==> src/rtl/sdac_pkg.sv <==
// Shared constants for the serial DAC input register: word geometry and
// the bit order of the synchronized pin bundle.
package sdac_pkg;
    localparam int FRAME_W = 16;                      // bits per serial word
    localparam int CODE_W  = 10;                      // converter resolution
    localparam int FILL_W  = 2;                       // trailing fill bits
    localparam int PAD_W   = FRAME_W - CODE_W - FILL_W; // leading padding bits

    // Positions of the pins inside the synchronizer bundle
    localparam int PIN_DIN  = 0;
    localparam int PIN_SCLK = 1;
    localparam int PIN_CSN  = 2;
    localparam int PIN_N    = 3;

    // Idle levels after reset: select high, clock low, data low
    localparam logic [PIN_N-1:0] PIN_IDLE = 3'b100;
endpackage

==> src/rtl/sdac_sync_edge.sv <==
// Two-flop synchronizer plus edge detector for a bundle of asynchronous pins.
// Assumes each pin holds a level for at least three system clocks, so that
// no edge is missed. Levels and edge pulses are aligned across the bundle.
module sdac_sync_edge #(
    parameter int              WIDTH   = 3,
    parameter logic [WIDTH-1:0] RST_VAL = '0
) (
    input  logic             clk,
    input  logic             rst_n,
    input  logic [WIDTH-1:0] pins_async,
    output logic [WIDTH-1:0] pins_level,
    output logic [WIDTH-1:0] pins_rise,
    output logic [WIDTH-1:0] pins_fall
);
    logic [WIDTH-1:0] meta_q;
    logic [WIDTH-1:0] sync_q;
    logic [WIDTH-1:0] prev_q;

    for (genvar b = 0; b < WIDTH; b++) begin : g_pin
        // Resynchronize one pin and keep its previous synced level
        always_ff @(posedge clk) begin
            if (!rst_n) begin
                meta_q[b] <= RST_VAL[b];
                sync_q[b] <= RST_VAL[b];
                prev_q[b] <= RST_VAL[b];
            end else begin
                meta_q[b] <= pins_async[b];
                sync_q[b] <= meta_q[b];
                prev_q[b] <= sync_q[b];
            end
        end

        // Edge pulses last one clock
        always_comb begin
            pins_rise[b] = sync_q[b] & ~prev_q[b];
            pins_fall[b] = ~sync_q[b] & prev_q[b];
        end
    end

    assign pins_level = sync_q;
endmodule

==> src/rtl/sdac_frame_shifter.sv <==
// Serial word shift register with daisy-chain output.
// Shifts one bit in, LSB side, per shift strobe. The bit pushed out of the
// MSB waits in a spill flop. The next launch strobe moves it onto dout, so
// a downstream device sees each bit of the previous word, MSB first.
module sdac_frame_shifter #(
    parameter int FRAME_W = 16
) (
    input  logic               clk,
    input  logic               rst_n,
    input  logic               shift_en,
    input  logic               launch_en,
    input  logic               ser_bit,
    output logic [FRAME_W-1:0] frame,
    output logic               dout
);
    logic [FRAME_W-1:0] frame_q;
    logic               spill_q;
    logic               dout_q;

    // Shift on rising serial edges and keep the displaced MSB
    always_ff @(posedge clk) begin
        if (!rst_n) begin
            frame_q <= '0;
            spill_q <= 1'b0;
        end else if (shift_en) begin
            frame_q <= {frame_q[FRAME_W-2:0], ser_bit};
            spill_q <= frame_q[FRAME_W-1];
        end
    end

    // Launch the displaced bit on falling serial edges
    always_ff @(posedge clk) begin
        if (!rst_n) begin
            dout_q <= 1'b0;
        end else if (launch_en) begin
            dout_q <= spill_q;
        end
    end

    assign frame = frame_q;
    assign dout  = dout_q;
endmodule

==> src/rtl/sdac_code_latch.sv <==
// Converter holding register. On a load strobe it copies the code field,
// CODE_W bits starting at CODE_LSB, out of the shift register.
// Assumes CODE_LSB + CODE_W <= FRAME_W.
module sdac_code_latch #(
    parameter int FRAME_W  = 16,
    parameter int CODE_W   = 10,
    parameter int CODE_LSB = 2
) (
    input  logic               clk,
    input  logic               rst_n,
    input  logic               load,
    input  logic [FRAME_W-1:0] frame,
    output logic [CODE_W-1:0]  code
);
    logic [CODE_W-1:0] code_q;

    // Capture the code field when the select is released
    always_ff @(posedge clk) begin
        if (!rst_n) begin
            code_q <= '0;
        end else if (load) begin
            code_q <= frame[CODE_LSB +: CODE_W];
        end
    end

    assign code = code_q;
endmodule

==> src/rtl/serial_dac_frontend.sv <==
// Device-side input register of a serial 10-bit DAC.
// Synchronizes the select, clock and data pins to clk. Shifts data while
// the select is low, latches the code field when it rises, and launches
// the previous word on dout for daisy chaining.
// Assumes clk runs at least six times faster than the serial clock.
module serial_dac_frontend #(
    parameter int FRAME_W = sdac_pkg::FRAME_W,
    parameter int CODE_W  = sdac_pkg::CODE_W,
    parameter int FILL_W  = sdac_pkg::FILL_W
) (
    input  logic              clk,
    input  logic              rst_n,
    input  logic              sclk_in,
    input  logic              din_in,
    input  logic              cs_n_in,
    output logic              dout,
    output logic [CODE_W-1:0] dac_code
);
    import sdac_pkg::*;

    localparam int CODE_LSB = FILL_W;

    logic [PIN_N-1:0]   pin_lvl;
    logic [PIN_N-1:0]   pin_rise;
    logic [PIN_N-1:0]   pin_fall;
    logic               cs_n_s;
    logic               din_s;
    logic               sclk_rise;
    logic               sclk_fall;
    logic               cs_rise;
    logic               shift_en;
    logic               launch_en;
    logic [FRAME_W-1:0] frame_q;

    sdac_sync_edge #(
        .WIDTH   (PIN_N),
        .RST_VAL (PIN_IDLE)
    ) u_sync (
        .clk        (clk),
        .rst_n      (rst_n),
        .pins_async ({cs_n_in, sclk_in, din_in}),
        .pins_level (pin_lvl),
        .pins_rise  (pin_rise),
        .pins_fall  (pin_fall)
    );

    // Decode synchronized pin events into register strobes
    always_comb begin
        cs_n_s    = pin_lvl[PIN_CSN];
        din_s     = pin_lvl[PIN_DIN];
        sclk_rise = pin_rise[PIN_SCLK];
        sclk_fall = pin_fall[PIN_SCLK];
        cs_rise   = pin_rise[PIN_CSN];
        shift_en  = sclk_rise & ~cs_n_s;
        launch_en = sclk_fall & ~cs_n_s;
    end

    sdac_frame_shifter #(
        .FRAME_W (FRAME_W)
    ) u_shift (
        .clk       (clk),
        .rst_n     (rst_n),
        .shift_en  (shift_en),
        .launch_en (launch_en),
        .ser_bit   (din_s),
        .frame     (frame_q),
        .dout      (dout)
    );

    sdac_code_latch #(
        .FRAME_W  (FRAME_W),
        .CODE_W   (CODE_W),
        .CODE_LSB (CODE_LSB)
    ) u_latch (
        .clk   (clk),
        .rst_n (rst_n),
        .load  (cs_rise),
        .frame (frame_q),
        .code  (dac_code)
    );
endmodule

==> config.mk <==
export PLATFORM = sky130hd
export DESIGN_NAME = serial_dac_frontend
export DESIGN_NICKNAME = d
export VERILOG_FILES = /design/src/rtl/sdac_pkg.sv /design/src/rtl/sdac_sync_edge.sv /design/src/rtl/sdac_frame_shifter.sv /design/src/rtl/sdac_code_latch.sv /design/src/rtl/serial_dac_frontend.sv
export SDC_FILE = /design/constraint.sdc
export NUM_CORES = 1
export LEC_CHECK = 0
export BUFFER_PORTS_ARGS = -buffer_cell sky130_fd_sc_hd__buf_2
export CAP_MARGIN = 30
export CORE_ASPECT_RATIO = 0.5
export CORE_MARGIN = 2
export CORE_UTILIZATION = 30
export CTS_CLUSTER_SIZE = 20
export DETAILED_ROUTE_END_ITERATION = 7
export PLACE_DENSITY = 0.57
export SLEW_MARGIN = 5
export SYNTH_ARGS = -nofsm -noshare
export SYNTH_HDL_FRONTEND = slang
export SYNTH_HIERARCHICAL = 1
export SYNTH_SLANG_ARGS = --single-unit
==> constraint.sdc <==
create_clock -name clk -period 2.3 [get_ports clk]
set_clock_uncertainty 0.15 [all_clocks]
set_input_delay 0.115 -clock clk [delete_from_list [all_inputs] [get_ports clk]]
set_output_delay 0.115 -clock clk [all_outputs]
set_load 0.01 [all_outputs]
==> out/qor.csv <==
stage;metric;value;unit
timing;unrepaired setup endpoints after global routing;no;
place;cell count after placement;176;
cts;number of levels the H-tree was split into;2;
timing;Period minus WS final;1.44;ns
global_route;via count of the first global-routing pass;777;
logic_synthesis;Syn Inst Count;109;
power;worst IR drop on VDD;234;uV
global_route;number of antenna violations at the first check in global routing;0;
logic_synthesis;combined area of all synthesized cells;1300;um^2
route;number of DRC markers in iteration 0;55;
cts;clock tree from TritonCTS;yes;
flow_run;Max-Cap Viols;0;
global_route;gr ovfl total;0;
cells_and_area;proportion of layout cells with a drive suffix above 1;18.8;%
cells_and_area;Net count, final;137;
logic_synthesis;Post-Synthesis Mean Instance Area;12.0;um^2
place;detailed placement HPWL;1.23;mm
power;Power Total;0.00112;W
critical_path;worst path required time;2.33;ns
floorplanning;Core Footprint;4040;um^2
cells_and_area;area growth from synthesis to layout;18.2;%
cells_and_area;count of non-filler cells in the finished layout;187;
route;average vias per placed instance;4.12;
timing;actual slew at the worst max-slew pin;0.476;ns
critical_path;nature of the critical path startpoint;register;
floorplanning;die area;4920;um^2
cts;number of buffers added by the clock tree synthesis step;5;
timing;final count of pins violating max slew;0;
cts;clock latency on the worst-skew pair;0.28;ns
cts;clock transition time at the flip-flop clock pins of the worst setup and hold paths;0.07;ns
floorplanning;floorplan row count;16;
cts;number of instances resized during post-cts repair;0;
route;vias after detailed routing;770;
critical_path;Setup CP Type;reg -> reg;
cts;Max Buffers Root-to-Sink;2;
cells_and_area;leading cell type in the layout, fill and taps excluded;sky130_fd_sc_hd__dfxtp_1;
floorplanning;initial cell density of the core;32.2;%
cells_and_area;commonest cells after routing, fill and taps aside;sky130_fd_sc_hd__dfxtp_1, sky130_fd_sc_hd__nor2b_1, sky130_fd_sc_hd__mux2i_1, sky130_fd_sc_hd__buf_2, sky130_fd_sc_hd__clkbuf_8;
critical_path;worst-path maximum fanout;17;
timing;Post-Route Setup TNS;0;ns
route;total iterations of the first detailed-routing run;4;
status;run status;finished clean;
cells_and_area;Ant. Diodes;0;
global_route;pin count of the biggest net entering global routing;37;
floorplanning;Die Height;50.6;um
cts;clock sinks;36;
logic_synthesis;count of synthesis-stage warnings from yosys;6;
hold_path;Hold Path Class;in -> reg;
timing;Setup Viol. Count Final;0;
cells_and_area;number of filler cells placed in the layout;418;
power;Leakage;0.533;nW
place;port buffer count;15;
timing;maximum achievable frequency;695;MHz
route;wire length per cell after detailed routing;10.5;um
timing;number of failing hold endpoints at the final stage;0;
cells_and_area;sequential cell area;721;um^2
place;gp weighted congestion;0.625;
timing;fraction of the cycle the final worst path needs;62.6;%
critical_path;type of destination of the critical path;register;
global_route;first-pass GRT wire length;3.44;mm
floorplanning;number of top-level pins;16;
floorplanning;width of the die;97.2;um
route;drt drc;0;
cells_and_area;area of combinational cells with multiple inputs;539;um^2
global_route;overall routing resource usage;9.32;%
route;number of nets with antenna violations after detailed routing;0;
cts;CTS root buf;sky130_fd_sc_hd__clkbuf_8;
logic_synthesis;syn nets;114;
critical_path;Worst EP arrival;1.47;ns
timing;Max-slew headroom;68.3;%
power;cell area power density;729;nW/um^2
route;drt total wl;1.96;mm
[registers in the layout (all words and copies together), names as in the netlist]
name               flops
u_sync/prev_q          2
u_shift/frame         16
u_shift/dout           1
u_sync/pins_level      3
u_shift/spill_q        1
u_sync/meta_q          3
u_latch/code          10
[worst max-delay path, cell delays in order (launching register included)]
cell	delay, ns
sky130_fd_sc_hd__dfxtp_1	0.34
sky130_fd_sc_hd__nor2b_1	0.12
sky130_fd_sc_hd__nor2b_2	0.13
sky130_fd_sc_hd__buf_4	0.28
sky130_fd_sc_hd__mux2i_1	0.25
sky130_fd_sc_hd__nor2b_1	0.07
[metal layers]
layer / vias to the layer above / track usage [%] / routed length (um)
met4: 0 / 7.64 / 43
met3: 5 / 3.62 / 79
met5: - / 0 / 0
met2: 13 / 15.3 / 828
li1: 402 / - / -
met1: 350 / 9.75 / 1000
[final cells by class]
cell class              count  area share [%]
clock buffers               7            5.60
clock inverters             1           0.487
multi-input cells          69            35.0
flip-flops and latches     36            46.8
well taps                  54            4.38
repair buffers             20            7.79
[report_power, final]
| group | internal, W | leakage [nW] | switching, W |
|---|---|---|---|
| Sequential | 0.000629 | 0.291 | 0.00000202 |
| Combinational | 0.0000194 | 0.197 | 0.0000128 |
| Clock | 0.000243 | 0.0445 | 0.000218 |
| Total | 0.000891 | 0.533 | 0.000233 |
[through the flow]
step	instance area [um^2]	hold WS [ns]	setup WS [ns]	utilization [%]
3_5_place_dp	1420	0.152	0.876	35.1
6_report	1540	0.0923	0.860	38.1
5_1_grt	1540	0.138	0.730	38.1
4_1_cts	1540	0.108	0.832	38.1
2_1_floorplan	1300	0.0380	0.951	-
3_3_place_gp	1420	0.145	0.915	35.1
[worst paths after layout]
| kind | startpoint | end | slack [ns] | cells after the start |
|---|---|---|---|---|
| max | u_sync/pins_level[1] | u_shift/frame[15] | 0.86 | 5 |
| min | rst_n | u_sync/pins_level[2] | 0.09 | 2 |
| max reg2reg | u_sync/pins_level[1] | u_shift/frame[15] | 0.86 | 5 |
| min reg2reg | u_sync/meta_q[2] | u_sync/pins_level[2] | 0.26 | 1 |
[repair_timing]
item	CTS	global route
endpoints found under the hold margin	3	0
setup buffers	0	0
hold buffers	3	0
Note: power is estimated with default switching activity, not from simulation.
